[src/rtl/sweep_sel_pkg.sv]
package sweep_sel_pkg;
  localparam int MODE_W = 2;

  typedef enum logic [MODE_W-1:0] {
    HM_MAIN  = 2'b00,
    HM_DELAY = 2'b01,
    HM_ALT   = 2'b10,
    HM_SPARE = 2'b11
  } hmode_t;

  function automatic logic mode_is_alt(input logic [MODE_W-1:0] m);
    return m == HM_ALT;
  endfunction

  function automatic logic mode_holds_b(input logic [MODE_W-1:0] m);
    return m == HM_DELAY;
  endfunction

  // Channel bit after an end-of-sweep event
  function automatic logic chan_next(input logic ch1, input logic ev);
    return ev ? ~ch1 : ch1;
  endfunction

  // Selection after an advance request
  function automatic logic sel_next(input logic sel, input logic adv);
    return adv ? ~sel : sel;
  endfunction
endpackage

[src/rtl/alt_sync_edge.sv]
module alt_sync_edge (
  input  logic clk,
  input  logic rst_n,
  input  logic sync_in,
  output logic fall_ev
);
  logic sync_q;

  always_ff @(posedge clk or negedge rst_n) begin
    if (!rst_n) sync_q <= 1'b0;
    else        sync_q <= sync_in;
  end

  assign fall_ev = sync_q & ~sync_in;
endmodule

[src/rtl/chan_toggle.sv]
module chan_toggle (
  input  logic clk,
  input  logic rst_n,
  input  logic hold,
  input  logic eos,
  output logic ch1_q,
  output logic ch_rise
);
  import sweep_sel_pkg::*;

  always_ff @(posedge clk or negedge rst_n) begin
    if (!rst_n)    ch1_q <= 1'b1;
    else if (hold) ch1_q <= 1'b1;
    else           ch1_q <= chan_next(ch1_q, eos);
  end

  // Return to channel 1 at this edge
  assign ch_rise = ~hold & eos & ~ch1_q;
endmodule

[src/rtl/sweep_select_ff.sv]
module sweep_select_ff (
  input  logic clk,
  input  logic rst_n,
  input  logic alt_mode,
  input  logic force_b,
  input  logic alt_entry,
  input  logic advance,
  output logic sel_b_q
);
  import sweep_sel_pkg::*;

  always_ff @(posedge clk or negedge rst_n) begin
    if (!rst_n)         sel_b_q <= 1'b0;
    else if (!alt_mode) sel_b_q <= force_b;
    else if (alt_entry) sel_b_q <= 1'b0;
    else                sel_b_q <= sel_next(sel_b_q, advance);
  end
endmodule

[src/rtl/alt_sweep_selector.sv]
module alt_sweep_selector (
  input  logic       clk,
  input  logic       rst_n,
  input  logic [1:0] hmode,
  input  logic       dual_alt,
  input  logic       alt_sync,
  output logic       a_disp,
  output logic       b_disp,
  output logic       sep_n,
  output logic       ch1_sel
);
  import sweep_sel_pkg::*;

  logic alt_now, alt_q, alt_entry_w, eos_w, ch_rise_w, sel_b_w, adv_w, ch_hold_w;

  assign alt_now     = mode_is_alt(hmode);
  assign alt_entry_w = alt_now & ~alt_q;
  assign ch_hold_w   = ~alt_now | ~dual_alt | alt_entry_w;

  always_ff @(posedge clk or negedge rst_n) begin
    if (!rst_n) alt_q <= 1'b0;
    else        alt_q <= alt_now;
  end

  alt_sync_edge u_edge (
    .clk(clk), .rst_n(rst_n), .sync_in(alt_sync), .fall_ev(eos_w)
  );

  chan_toggle u_chan (
    .clk(clk), .rst_n(rst_n), .hold(ch_hold_w), .eos(eos_w),
    .ch1_q(ch1_sel), .ch_rise(ch_rise_w)
  );

  assign adv_w = dual_alt ? ch_rise_w : eos_w;

  sweep_select_ff u_sel (
    .clk(clk), .rst_n(rst_n), .alt_mode(alt_now), .force_b(mode_holds_b(hmode)),
    .alt_entry(alt_entry_w), .advance(adv_w), .sel_b_q(sel_b_w)
  );

  assign b_disp = sel_b_w;
  assign a_disp = ~sel_b_w;
  assign sep_n  = ~(alt_q & sel_b_w);
endmodule

[config.mk]
export PLATFORM = sky130hd
export DESIGN_NAME = alt_sweep_selector
export DESIGN_NICKNAME = d
export VERILOG_FILES = /design/src/rtl/sweep_sel_pkg.sv /design/src/rtl/alt_sync_edge.sv /design/src/rtl/chan_toggle.sv /design/src/rtl/sweep_select_ff.sv /design/src/rtl/alt_sweep_selector.sv
export SDC_FILE = /design/constraint.sdc
export NUM_CORES = 1
export LEC_CHECK = 0
export CAP_MARGIN = 20
export CORE_AREA = 8 8 45 47
export CTS_CLUSTER_SIZE = 10
export DETAILED_ROUTE_END_ITERATION = 10
export DIE_AREA = 0 0 53 55
export SYNTH_ARGS = -nofsm -noshare
export SYNTH_HDL_FRONTEND = slang
export SYNTH_SLANG_ARGS = --single-unit
[constraint.sdc]
create_clock -name clk -period 1.75 [get_ports clk]
set_clock_uncertainty 0.15 [all_clocks]
set_input_delay 0.525 -clock clk [delete_from_list [all_inputs] [get_ports clk]]
set_output_delay 0.525 -clock clk [all_outputs]
set_load 0.02 [all_outputs]
==> key figures <==
Timing
  • Slew margin rel.: 75.7%
  • Fin crit share: 98.0%
  • RSZ-0062 raised after global routing: yes
  • Fin. Hold Viols: 0
  • Slew Limit Fails: 0
  • Fin crit period: 1.72 ns
  • Least-Margin Pin Slew: 0.364 ns
  • Fmax: 583 MHz
  • Post-Route Setup TNS: 0 ns
  • Setup violators final: 0
  • Hold Slack: 0.338 ns

Power
  • Peak VDD IR: 0.273 mV
  • Pleak: 0.156 nW
  • Pwr/cell area: 763 nW/um^2

Synthesis
  • Synthesized instance count: 16
  • Post-Synthesis Net Count: 22
  • Sequential area share after synthesis: 57.4%
  • Yosys warnings: 0
  • Most frequent cell after synthesis: dfrtp_1
  • Post-synth top flop: dfrtp_1
  • Synth top area cells: dfrtp_1, dfstp_2, nor2b_1, a311o_1, a2111oi_0
  • Async SR Flop Fraction: 100%
  • Number of library cell types mapped by synthesis: 11
  • Post-synth top area share: 42.6%
  • EDFF count, synth: 0
  • Synth top cells by count: dfrtp_1, inv_1, nand2_1, nor2b_1
  • Syn Area/Cell: 11.0 sq um
  • #FFs+latches synth: 4
  • Mapped Area: 176 sq um
  • Largest area contributor in the netlist: dfrtp_1

Clock network
  • CTS max path bufs: 2
  • Hold-fix buffers, CTS: 0
  • Clock sink count: 4
  • CTS root buf: clkbuf_4
  • Num CTS Buffers: 3
  • CTS tree: yes
  • Clk pin slew, worst setup/hold paths: 0.04 ns
  • Htree depth: 1
  • Clk Latency, worst-skew pair: 0.23 ns

Setup path
  • Worst Setup End Kind: output port
  • Crit path max-delay cell type: dfstp_2
  • WS Path Type: reg2out
  • Crit path arrival time: 1.04 ns
  • Crit-path cells: clkdlybuf4s15_1
  • Slowest stage delay, CP: 0.52 ns
  • Largest delay share family, worst path: flip-flops
  • CP bufs+invs: 1
  • Crit start category: flip-flop
  • CP Data Required Time: 1.07 ns
  • Highest fanout seen on the critical path: 2

Layout
  • Final nets: 40
  • Area grow syn2layout: 94.3%
  • Diodes inserted: 0
  • Share of cells above drive strength 1: 24.2%

Detailed routing
  • Drt first-iter violations: 0
  • Drt pass-1 iters: 1
  • WL final: 458 microns
  • Vias: 177
  • Vias/cell: 3.61
  • DRC: 0
  • WL per Instance: 9.35 microns
  • Antenna Nets Post-Route: 0

Place
  • Number of port buffers: 9
  • Placer Congestion: 0.593
  • Detail Placement HPWL: 370 microns

Global route
  • Vias in the first global route: 178
  • Pin count of the biggest net entering global routing: 5
  • Global-route wire length before repair: 793 microns
  • GRT Total Usage: 4.44%
  • Congestion Overflow GR: 0
  • Initial antenna violation count: 0

Die
  • Die Span X: 53 microns
  • Starting density of the core: 12.7%
  • IO Pins: 10
  • FP Rows: 14
  • Die height: 55 microns
  • Area of the die: 2920 sq um
  • Core area: 1380 sq um

Run status
  • Outcome: completed

Min path
  • Worst Hold Class: in2async

Flow run
  • Max cap viols: 0
[logic make-up (layout without fill, tap and decap cells)]
| kind of cell | Yosys count | count (layout) | share of synthesized area, % |
|---|---|---|---|
| buffers and inverters | 2 | 19 | 4.26 |
| xor gates and xnor gates | 1 | 1 | 4.97 |
| AOI/OAI and AO/OA | 2 | 2 | 10.6 |
| DFF | 4 | 4 | 57.4 |
| and+or+nand+nor | 7 | 7 | 22.7 |
[worst register-to-register path, cell delays in order, from the launching register on]
cell and delay [ns]:
dfstp_2 0.52, buf_4 0.11, nand2_1 0.06, a2111oi_1 0.42, a311o_1 0.17
[power by group]
group	internal (mW)	switching, mW	total, mW
registers	0.0971	0.00158	0.0986
clock network	0.0855	0.0373	0.123
logic	0.0231	0.0169	0.0400
[per-layer routing]
metal	GRT usage (%)	wire length, microns	vias to the layer above
li1	-	-	92
met1	3.68	180	81
met2	5.08	231	4
met3	5.08	46	0
met4	5.17	0	0
met5	0	0	-
[state kept, by name (all words and copies together) (netlist names)]
signal,cells
alt_q,1
u_sel.sel_b_q,1
u_chan.ch1_q,1
u_edge.sync_q,1
[layout make-up]
class	instances	area (sq um)
repair buffers	13	119
multi-input cells	10	68.8
fillers	154	1040
well taps	16	20.0
flip-flops and latches	4	101
clock buffers	4	26.3
inverters	2	7.51
[per-stage QoR]
stage | cell area, sq um | setup slack [ns] | utilization, % | cells | total power, mW
final | 343 | 0.0348 | 24.8 | 49 | 0.261
after global routing | 343 | 0.00277 | 24.8 | 49 | 0.284
after floorplan | 176 | 0.330 | - | 16 | 0.114
after global placement | 317 | -0.154 | 22.9 | 45 | 0.142
after detailed placement | 317 | -0.166 | 22.9 | 45 | 0.142
after CTS | 339 | 0.0172 | 24.5 | 49 | 0.270
[path summary, 6_finish.rpt]
| kind | from | to | slack [ns] | depth (start not counted) |
|---|---|---|---|---|
| worst max-delay path | u_chan.ch1_q | ch1_sel | 0.03 | 1 |
| worst min-delay path | rst_n | alt_q | 0.34 | 1 |
| worst max register to register | u_chan.ch1_q | u_sel.sel_b_q | 0.27 | 4 |
| worst min register to register | alt_q | u_chan.ch1_q | 0.38 | 2 |
| max in group asynchronous | rst_n | u_chan.ch1_q | 0.87 | 1 |
| min in group clk | alt_q | u_chan.ch1_q | 0.38 | 2 |
[cells in the final DEF (no fill, tap or decap)]
cell and count:
clkdlybuf4s50_1 5, buf_4 4, dfrtp_1 3, clkbuf_4 3
clkdlybuf4s15_1 3, nand2_1 2, nor2b_1 2, inv_1 2
xnor2_1 1, nand4_1 1, and3_1 1, and2b_1 1
a2111oi_1 1, a311o_1 1, clkbuf_1 1, dlygate4sd2_1 1
dfstp_2 1
[what timing repair did]
action,CTS,global route
buffers inserted,0,0
resized for setup,5,3
setup endpoints to repair,4,3
No activity file was read; power rests on OpenSTA's default activity.
